File: src/rtl/pci_iot_pkg.sv
package pci_iot_pkg;

  typedef enum logic [2:0] {
    ST_IDLE,
    ST_CHECK,
    ST_ACCESS,
    ST_COMPLETE,
    ST_ABORT,
    ST_HOLD
  } iot_state_e;

  localparam logic [3:0] CMD_IO_RD = 4'b0010;
  localparam logic [3:0] CMD_IO_WR = 4'b0011;

  localparam int unsigned LANES = 4;

endpackage

File: src/rtl/pci_iot_rst_sync.sv
module pci_iot_rst_sync (
  input  logic clk,
  input  logic rst_n,
  output logic rst_sync_n
);

  logic [1:0] sync_q;

  always_ff @(posedge clk or negedge rst_n) begin
    if (!rst_n) sync_q <= 2'b00;
    else        sync_q <= {sync_q[0], 1'b1};
  end

  assign rst_sync_n = sync_q[1];

endmodule

File: src/rtl/pci_iot_decode.sv
module pci_iot_decode #(
  parameter int unsigned OFF_W = 4,
  parameter int unsigned LEN_W = OFF_W + 1
) (
  input  logic [31:0]      ad_in,
  input  logic [3:0]       cbe_n,
  input  logic [31:0]      win_base,
  input  logic [LEN_W-1:0] win_len,
  output logic             hit,
  output logic             is_write,
  output logic [OFF_W-1:0] off
);
  import pci_iot_pkg::*;

  logic [31:0] delta;
  logic        cmd_io;
  logic        in_block;
  logic        in_len;

  always_comb begin
    delta    = ad_in - win_base;
    cmd_io   = (cbe_n == CMD_IO_RD) || (cbe_n == CMD_IO_WR);
    in_block = (delta[31:OFF_W] == '0);
    in_len   = ({1'b0, delta[OFF_W-1:0]} < win_len);
    hit      = cmd_io && in_block && in_len;
    is_write = cbe_n[0];
    off      = delta[OFF_W-1:0];
  end

endmodule

File: src/rtl/pci_iot_lanes.sv
module pci_iot_lanes #(
  parameter int unsigned OFF_W = 4,
  parameter int unsigned LEN_W = OFF_W + 1
) (
  input  logic [OFF_W-1:0] off_q,
  input  logic [LEN_W-1:0] win_len,
  input  logic [3:0]       cbe_n,
  output logic [3:0]       be,
  output logic             lanes_ok,
  output logic             any_lane
);
  import pci_iot_pkg::*;

  logic [LEN_W-1:0] dw_base;
  logic [LANES-1:0] lane_bad;

  assign dw_base = {1'b0, off_q} & ~LEN_W'(3);
  assign be      = ~cbe_n;

  for (genvar g = 0; g < LANES; g++) begin : g_lane
    logic [LEN_W-1:0] lane_off;
    logic             past_end;
    logic             below_lo;
    assign lane_off    = dw_base | LEN_W'(g);
    assign past_end    = (lane_off >= win_len);
    assign below_lo    = (2'(g) < off_q[1:0]);
    assign lane_bad[g] = be[g] && (past_end || below_lo);
  end

  assign lanes_ok = ~|lane_bad;
  assign any_lane = |be;

endmodule

File: src/rtl/pci_iot_fsm.sv
module pci_iot_fsm (
  input  logic clk,
  input  logic rst_sync_n,
  input  logic frame_n,
  input  logic irdy_n,
  input  logic hit,
  input  logic lanes_ok,
  input  logic any_lane,
  input  logic reg_ack,
  output logic addr_ld,
  output logic data_ld,
  output logic rdata_ld,
  output logic devsel_n,
  output logic trdy_n,
  output logic stop_n,
  output logic tgt_oe,
  output logic reg_req,
  output logic in_complete
);
  import pci_iot_pkg::*;

  iot_state_e state_q, state_d;
  logic       frame_q, frame_d;
  logic       disc_q, disc_d;
  logic       enter_done;

  always_comb begin
    state_d = state_q;
    unique case (state_q)
      ST_IDLE:     if (frame_q && !frame_n && hit) state_d = ST_CHECK;
      ST_CHECK:    if (!irdy_n) begin
                     if (!lanes_ok)     state_d = ST_ABORT;
                     else if (any_lane) state_d = ST_ACCESS;
                     else               state_d = ST_COMPLETE;
                   end
      ST_ACCESS:   if (reg_ack) state_d = ST_COMPLETE;
      ST_COMPLETE: state_d = frame_n ? ST_IDLE : ST_HOLD;
      ST_ABORT:    if (frame_n) state_d = ST_IDLE;
      ST_HOLD:     if (frame_n) state_d = ST_IDLE;
      default:     state_d = ST_IDLE;
    endcase
  end

  always_comb begin
    enter_done = (state_d == ST_COMPLETE) && (state_q != ST_COMPLETE);
    disc_d     = enter_done ? !frame_n : disc_q;
    frame_d    = frame_n;
    addr_ld    = (state_q == ST_IDLE)   && (state_d == ST_CHECK);
    data_ld    = (state_q == ST_CHECK)  && !irdy_n;
    rdata_ld   = (state_q == ST_ACCESS) && reg_ack;
  end

  always_ff @(posedge clk or negedge rst_sync_n) begin
    if (!rst_sync_n) begin
      state_q <= ST_IDLE;
      frame_q <= 1'b1;
      disc_q  <= 1'b0;
    end else begin
      state_q <= state_d;
      frame_q <= frame_d;
      disc_q  <= disc_d;
    end
  end

  always_comb begin
    devsel_n    = !((state_q == ST_CHECK) || (state_q == ST_ACCESS) ||
                    (state_q == ST_COMPLETE) || (state_q == ST_HOLD));
    trdy_n      = (state_q != ST_COMPLETE);
    stop_n      = !((state_q == ST_ABORT) || (state_q == ST_HOLD) ||
                    ((state_q == ST_COMPLETE) && disc_q));
    tgt_oe      = (state_q != ST_IDLE);
    reg_req     = (state_q == ST_ACCESS);
    in_complete = (state_q == ST_COMPLETE);
  end

endmodule

File: src/rtl/pci_io_range_target.sv
module pci_io_range_target #(
  parameter int unsigned WIN_BYTES = 16,
  localparam int unsigned OFF_W    = $clog2(WIN_BYTES),
  localparam int unsigned LEN_W    = OFF_W + 1
) (
  input  logic             clk,
  input  logic             rst_n,
  input  logic [31:0]      win_base,
  input  logic [LEN_W-1:0] win_len,
  input  logic             frame_n,
  input  logic             irdy_n,
  input  logic [3:0]       cbe_n,
  input  logic [31:0]      ad_in,
  output logic [31:0]      ad_out,
  output logic             ad_oe,
  output logic             devsel_n,
  output logic             trdy_n,
  output logic             stop_n,
  output logic             tgt_oe,
  output logic             reg_req,
  output logic             reg_we,
  output logic [OFF_W-1:0] reg_addr,
  output logic [3:0]       reg_be,
  output logic [31:0]      reg_wdata,
  input  logic [31:0]      reg_rdata,
  input  logic             reg_ack
);

  logic             rst_sync_n;
  logic             hit, is_write;
  logic [OFF_W-1:0] off_dec;
  logic [3:0]       be_lane;
  logic             lanes_ok, any_lane;
  logic             addr_ld, data_ld, rdata_ld, in_complete;

  logic [OFF_W-1:0] off_q, off_d;
  logic             we_q, we_d;
  logic [3:0]       be_q, be_d;
  logic [31:0]      wdata_q, wdata_d;
  logic [31:0]      rdata_q, rdata_d;

  pci_iot_rst_sync u_rst (
    .clk        (clk),
    .rst_n      (rst_n),
    .rst_sync_n (rst_sync_n)
  );

  pci_iot_decode #(.OFF_W(OFF_W), .LEN_W(LEN_W)) u_dec (
    .ad_in    (ad_in),
    .cbe_n    (cbe_n),
    .win_base (win_base),
    .win_len  (win_len),
    .hit      (hit),
    .is_write (is_write),
    .off      (off_dec)
  );

  pci_iot_lanes #(.OFF_W(OFF_W), .LEN_W(LEN_W)) u_lanes (
    .off_q    (off_q),
    .win_len  (win_len),
    .cbe_n    (cbe_n),
    .be       (be_lane),
    .lanes_ok (lanes_ok),
    .any_lane (any_lane)
  );

  pci_iot_fsm u_fsm (
    .clk         (clk),
    .rst_sync_n  (rst_sync_n),
    .frame_n     (frame_n),
    .irdy_n      (irdy_n),
    .hit         (hit),
    .lanes_ok    (lanes_ok),
    .any_lane    (any_lane),
    .reg_ack     (reg_ack),
    .addr_ld     (addr_ld),
    .data_ld     (data_ld),
    .rdata_ld    (rdata_ld),
    .devsel_n    (devsel_n),
    .trdy_n      (trdy_n),
    .stop_n      (stop_n),
    .tgt_oe      (tgt_oe),
    .reg_req     (reg_req),
    .in_complete (in_complete)
  );

  always_comb begin
    off_d   = addr_ld  ? off_dec  : off_q;
    we_d    = addr_ld  ? is_write : we_q;
    be_d    = data_ld  ? be_lane  : be_q;
    wdata_d = data_ld  ? ad_in    : wdata_q;
    rdata_d = rdata_ld ? reg_rdata : rdata_q;
  end

  always_ff @(posedge clk or negedge rst_sync_n) begin
    if (!rst_sync_n) begin
      off_q   <= '0;
      we_q    <= 1'b0;
      be_q    <= '0;
      wdata_q <= '0;
      rdata_q <= '0;
    end else begin
      off_q   <= off_d;
      we_q    <= we_d;
      be_q    <= be_d;
      wdata_q <= wdata_d;
      rdata_q <= rdata_d;
    end
  end

  assign reg_we    = we_q;
  assign reg_addr  = off_q;
  assign reg_be    = be_q;
  assign reg_wdata = wdata_q;
  assign ad_out    = rdata_q;
  assign ad_oe     = in_complete && !we_q;

endmodule

File: config.mk
export PLATFORM = sky130hd
export DESIGN_NAME = pci_io_range_target
export DESIGN_NICKNAME = d
export VERILOG_FILES = /design/src/rtl/pci_iot_pkg.sv /design/src/rtl/pci_iot_rst_sync.sv /design/src/rtl/pci_iot_decode.sv /design/src/rtl/pci_iot_lanes.sv /design/src/rtl/pci_iot_fsm.sv /design/src/rtl/pci_io_range_target.sv
export SDC_FILE = /design/constraint.sdc
export NUM_CORES = 1
export LEC_CHECK = 0
export BUFFER_PORTS_ARGS = -buffer_cell sky130_fd_sc_hd__buf_2
export CAP_MARGIN = 20
export CORE_AREA = 2 2 128 99
export CTS_BUF_LIST = sky130_fd_sc_hd__clkbuf_16
export DETAILED_ROUTE_END_ITERATION = 10
export DIE_AREA = 0 0 130 101
export PLACE_DENSITY = 0.78
export SKIP_LAST_GASP = 1
export SLEW_MARGIN = 10
export SYNTH_ARGS = -nofsm -noshare
export SYNTH_HDL_FRONTEND = slang
export SYNTH_HIERARCHICAL = 1
export SYNTH_SLANG_ARGS = --single-unit
File: constraint.sdc
create_clock -name clk -period 6.8 [get_ports clk]
set_input_delay 1.7 -clock clk [delete_from_list [all_inputs] [get_ports clk]]
set_output_delay 1.7 -clock clk [all_outputs]
set_load 0.1 [all_outputs]
# ---- Yosys cells after proc, flatten, opt, wreduce, memory -nomap -nowiden
# Cells that the tools add are included.
dict set report totals {
  elab_cells 73
  in_bits 110
  reg_bits 80
}
dict set report classes {
  n_bitwise 1
  n_addsub 1
  eq_ne 10
  n_lt_le_gt_ge 9
  n_mux 8
  n_reduce_logical 35
}
# cell n
set op_table {}
lappend op_table {{$sub A32 B32 Y32} 1}
lappend op_table {{$logic_not A28 Y1} 1}
lappend op_table {{$ge A4 B5 Y1} 4}
lappend op_table {{$mux W3} 6}
lappend op_table {{$pmux W3 S5} 1}
lappend op_table {{$logic_and A1 B1 Y1} 14}
lappend op_table {{$logic_or A1 B1 Y1} 10}
lappend op_table {{$eq A3 B2 Y1 const B} 3}
lappend op_table {{$eq A4 B2 Y1 const B} 2}
lappend op_table {{$reduce_or A4 Y1} 2}
lappend op_table {{$eq A3 B1 Y1 const B} 2}
lappend op_table {{$eq A3 B3 Y1 const B} 2}
lappend op_table {{$logic_not A1 Y1} 5}
lappend op_table {{$lt A4 B5 Y1} 1}
lappend op_table {{$lt A1 B2 Y1 const A} 2}
lappend op_table {{$lt A2 B2 Y1 const A} 2}
lappend op_table {{$not A4 Y4} 1}
lappend op_table {{$logic_not A3 Y1} 1}
lappend op_table {{$ne A3 B2 Y1 const B} 1}
lappend op_table {{$reduce_bool A3 Y1} 1}
lappend op_table {{$reduce_or A2 Y1} 1}
lappend op_table {{$mux W1} 1}

# ---- Depth between registers and ports, before layout
dict set report depth {
  ltp_word 9
  depth_mapped 17
  depth_no_buf 17
}

# ---- Hierarchy
# Netlist, hierarchy kept.
# module cells_each area_per_inst_um2 seq_area_each_um2 instances
set by_module_without_submodules {}
lappend by_module_without_submodules {pci_io_range_target 155 2996.6 1826.8 1}
lappend by_module_without_submodules {pci_iot_decode 353 2268.4 0.0 1}
lappend by_module_without_submodules {pci_iot_fsm 37 355.3 126.4 1}
lappend by_module_without_submodules {pci_iot_lanes 28 181.4 0.0 1}
lappend by_module_without_submodules {pci_iot_rst_sync 3 53.8 50.0 1}

# ---- Worst setup path after synthesis
# No wires, ideal clock.
dict set report synth_timing {
  path_type {input port to flip-flop}
  from {in ad_in[0]}
  to {reg off_q[1] (netlist: reg_addr[1])}
  slack_ns 1.932
  setup_ns 0.126
  path_stages 15
  arrival_ns 4.742
  cell_sequence {inv_1 -> ha_1 -> fa_1 -> nand2b_1 -> a21oi_1 -> o21ai_2 -> o41ai_1 -> nor4b_2 -> a221oi_2 -> a311oi_2 -> xnor2_1 -> nor4_2 -> nand4_1 -> inv_1 -> mux2_2}
}
dict set report synth_via {
  elab_chain_cells 9
  word_cells_on_any_way 10
  cone_classes {add/sub: 1; order compare: 1; eq/ne: 1; mux: 2; reduce/logical: 5}
}
# element line
set synth_lines {}
lappend synth_lines {{from (decl)} pci_io_range_target.sv:13} ;# input logic [31:0] ad_in,
lappend synth_lines {{$sub A32 B32 Y32 (*)} pci_iot_decode.sv:21} ;# delta = ad_in - win_base;
lappend synth_lines {{branches (longest 2 deep; another with $lt A4 B5 Y1)} n/a}
lappend synth_lines {{$logic_and A1 B1 Y1 (*)} pci_iot_decode.sv:25} ;# hit = cmd_io && in_block && in_len;
lappend synth_lines {{named net hit} pci_io_range_target.sv:30} ;# logic hit, is_write;
lappend synth_lines {{$logic_and A1 B1 Y1 (*)} pci_iot_fsm.sv:30} ;# ST_IDLE: if (frame_q && !frame_n && hit) state_d = ST_CHECK;
lappend synth_lines {{$mux W3 (*)} pci_iot_fsm.sv:30}
lappend synth_lines {{$pmux W3 S5 (*)} pci_iot_fsm.sv:29} ;# unique case (state_q)
lappend synth_lines {{$eq A3 B1 Y1 (*)} pci_iot_fsm.sv:48} ;# addr_ld = (state_q == ST_IDLE) && (state_d == ST_CHECK);
lappend synth_lines {{$logic_and A1 B1 Y1 (*)} pci_iot_fsm.sv:48}
lappend synth_lines {{named net addr_ld} pci_io_range_target.sv:34} ;# logic addr_ld, data_ld, rdata_ld, in_complete;
lappend synth_lines {{to (signal assigned)} pci_io_range_target.sv:97} ;# off_q <= '0;
lappend synth_lines {{to (signal assigned)} pci_io_range_target.sv:103} ;# off_q <= off_d;
lappend synth_lines {{to (decl)} pci_io_range_target.sv:36} ;# logic [OFF_W-1:0] off_q, off_d;
# Mark *: on every way through the listed nets, which the timed path passes.
# A chain may end at the register's enable or synchronous reset.

# ---- Final worst setup path
dict set report layout_timing {
  from {in ad_in[0]}
  to {reg off_q[3] (netlist: reg_addr[3])}
}
# The elaborated chain is that of the path after synthesis.

==> out/metrics.csv <==
stage,metric,value,unit
sta,RSZ-0062 raised after global routing,no,
critical_path,crit-path cells,"buf_2, inv_1, ha_1, fa_1, nand2b_1, a21oi_1, o21ai_2, o21ai_0, a21oi_1, o41ai_1, xnor2_1, o2111ai_1, nor4_2, nand4_1, inv_1, mux2_2",
critical_path,CP Capture Type,flop,
logic_synthesis,Synth area leader,dfrtp_1,
logic_synthesis,Post-Synthesis Cells,576,
critical_path,critical path peak fanout,5,
cts,CTS buffer count,9,
logic_synthesis,Synth Cell Area,0.00586,mm^2
global_routing,largest net degree at the start of global routing,79,
floorplan,Die X,130,um
cts,TritonCTS clock tree,yes,
cts,Post-CTS Setup Bufs,0,
placed_design,post-DP HPWL,13400,um
critical_path,crit start category,input port,
global_routing,grt ovf,0,
power_and_ir_drop,Internal Dissipation,0.000947,W
cts,CTS clock-pin slew for the worst setup and hold paths,0.06,ns
logic_synthesis,"Primary FF master, synth",dfrtp_1,
power_and_ir_drop,reported net switching power,0.000483,W
finish,"commonest cells after routing, fill and taps aside","188 x buf_2, 78 x dfrtp_1, 64 x inv_1",
worst_hold_path,Hold WC Path Type,flop to asynchronous set/reset pin,
cts,root buf cell,clkbuf_16,
power_and_ir_drop,register share of total power,0.348,
floorplan,initial core utilization,0.490,
power_and_ir_drop,leakage power,3.77,nW
global_routing,initial antenna violation count,0,
cts,H-tree Lvls,3,
logic_synthesis,count of different cell masters after synthesis,78,
logic_synthesis,Post-synth EDFFs,0,
sta,fin crit share,0.794,
cts,Hold Buf Count CTS,0,
finish,filler instances,1067,
finish,layout cell share with drive strength beyond 1,0.402,
logic_synthesis,"flops & latches, synth",80,
cts,clock sinks,80,
logic_synthesis,asr flop ratio synth,1.00,
critical_path,CP required,7.02,ns
critical_path,CP arrival,5.62,ns
power_and_ir_drop,maximum VDD drop,0.139,mV
drt,Routed Wire Length,17000,um
logic_synthesis,Yosys top cell area share,0.338,
drt,DRC,0,
floorplan,Die Area,0.0131,mm^2
sta,fin crit period,5.40,ns
sta,Highest Clock Rate,185,MHz
global_routing,GRT Util Overall,0.255,
sta,Hold WS,0.259,ns
finish,Synth-to-Final Area Change,23.0,%
floorplan,die height,101,um
sta,worst slew pin tran,0.703,ns
drt,DR pass1 iterations,5,
cts,worst-skew pair later-pin latency,0.34,ns
critical_path,buffers and inverters on the worst path,3,
power_and_ir_drop,Net Sw Frac,0.338,
drt,via density per instance,5.59,
finish,ant diodes,0,
cts,Clock Path Buffers,2,
drt,total number of vias,5178,
logic_synthesis,"Seq/Total Area, Yosys",0.342,
cts,CTS resizes,0,
sta,Rel. slew slack,0.528,
floorplan,Core ar.,0.0120,mm^2
logic_synthesis,Syn Nets,724,
finish,"most common cell after layout, fill and taps aside",buf_2,
drt,DRT iter0 DRCs,461,
placed_design,port bufs,188,
finish,Final #Nets,904,
power_and_ir_drop,Gate power share,0.282,
critical_path,critical path type,input port to flop,
critical_path,"slowest stage delay, CP",0.49,ns
sta,Final Skew,0.00362,ns
sta,Final Hold Violating Endpoints,0,
floorplan,# rows,35,
global_routing,vias in the first global route,5033,
drt,Routed Antenna Nets,0,
power_and_ir_drop,clock share of power,0.370,
critical_path,"Slowest-stage cell, CP",o21ai_0,
run,total of max-cap violations,0,
outcome,outcome,completed,
critical_path,Top Family by Delay on Critical Path,compound AO/OA/AOI/OAI gates,
sta,Final setup viols,0,
drt,Routed wire per std cell,18.4,um
logic_synthesis,top area cells in the synthesized netlist,"dfrtp_1 34%, mux2_4 16%, ha_1 7.9%",
sta,final setup TNS,0,ns
sta,max-slew violation count,0,
global_routing,first-pass GRT wire length,26400,um
power_and_ir_drop,pwr/cell area,198,mW/mm^2
placed_design,GPL Wtd Cong,0.919,
logic_synthesis,Post-Syn Area per Cell,10.2,um^2
logic_synthesis,synth warn,6,
floorplan,IO Pins,189,
-- final timing paths --
path	start	to	slack (ns)	cells past startpoint
min reg2reg	u_rst/sync_q[1]	ad_out[4]	0.26	0
max	ad_in[0]	reg_addr[3]	1.40	16
min	u_rst/sync_q[1]	ad_out[4]	0.26	0
min in group clk	u_rst/sync_q[0]	u_rst/sync_q[1]	0.36	0
max reg2reg	reg_addr[3]	u_fsm/disc_q	4.22	9
max in group asynchronous	rst_n	u_rst/sync_q[1]	5.56	1
-- through the flow --
stage                     std cells  setup WS (ns)   util  instance area [um^2]  total power [W]
after floorplan                 576           1.93      -                  5860         0.000786
after global placement          910           1.24  0.573                  6850         0.000898
after detailed placement        910           1.13  0.573                  6850         0.000900
after CTS                       926           1.46  0.600                  7180          0.00144
after global routing            927           1.11  0.603                  7200          0.00150
final                           927           1.40  0.603                  7200          0.00143
-- flip-flops by register name (all words and copies together) (netlist names) --
name           cells
u_fsm/frame_q      1
reg_we             1
reg_be             4
u_fsm/state_q      3
u_rst/sync_q       2
reg_addr           4
u_fsm/disc_q       1
ad_out            32
reg_wdata         32
-- power by group through the flow --
stage | registers [W] | logic [W] | clock network, W
floorplan | 0.000590 | 0.000197 | 0
global placement | 0.000511 | 0.000387 | 0
detailed placement | 0.000513 | 0.000387 | 0
CTS | 0.000504 | 0.000390 | 0.000543
global route | 0.000499 | 0.000435 | 0.000565
finish | 0.000498 | 0.000403 | 0.000530
-- cell families (layout without fill, tap and decap cells) --
kind of cell,Yosys count,count (layout),synth area share
compound gates,140,140,0.166
xor+xnor,13,13,0.0194
fa+ha+maj,38,38,0.0825
buf+inv,87,272,0.0722
flops,80,80,0.342
mux,77,77,0.187
other cells,1,1,0.000640
simple gates,140,140,0.130
-- worst reg2reg max path, delay by kind of cell, from the launching register on --
family                     cells  cell delay, ns
adders and majority gates      1            0.33
and+or+nand+nor                2            0.32
AOI/OAI and AO/OA              5            1.09
DFF                            1            0.42
muxes                          1            0.31
-- cell usage after synthesis (all sizes together), types with 5 or more instances --
| library cell | count |
|---|---|
| a31oi | 7 |
| o21bai | 6 |
| buf | 14 |
| nand4 | 15 |
| nand2b | 8 |
| a211oi | 5 |
| o22ai | 5 |
| clkbuf | 9 |
| inv | 64 |
| o21ai | 29 |
| nor3b | 5 |
| ha | 37 |
| dfrtp | 79 |
| mux2 | 76 |
| nor3 | 5 |
| xor2 | 5 |
| o21a | 9 |
| xnor2 | 8 |
| o211ai | 5 |
| nor4 | 6 |
| nor2b | 5 |
| a21oi | 36 |
| nand2 | 26 |
| nor2 | 36 |
| a21o | 7 |
| nand3 | 11 |
| and3 | 6 |
-- layer usage --
metal / global-route usage / vias to the layer above / part of all wire
met1: 0.372 / 2549 / 0.47
met2: 0.400 / 181 / 0.46
met5: 0 / - / 0
met4: 0.0471 / 0 / 0.010
li1: - / 2432 / -
met3: 0.0472 / 16 / 0.056
-- area by class of cell --
type / count / area, um^2 / area share
clock inverters: 7 / 97.6 / 0.0135
inverters: 64 / 240 / 0.0333
well taps: 166 / 208 / 0.0288
clock buffers: 9 / 225 / 0.0313
repair buffers: 192 / 991 / 0.138
multi-input cells: 409 / 3440 / 0.477
flip-flops and latches: 80 / 2010 / 0.279
(Power assumes the default switching activity.)
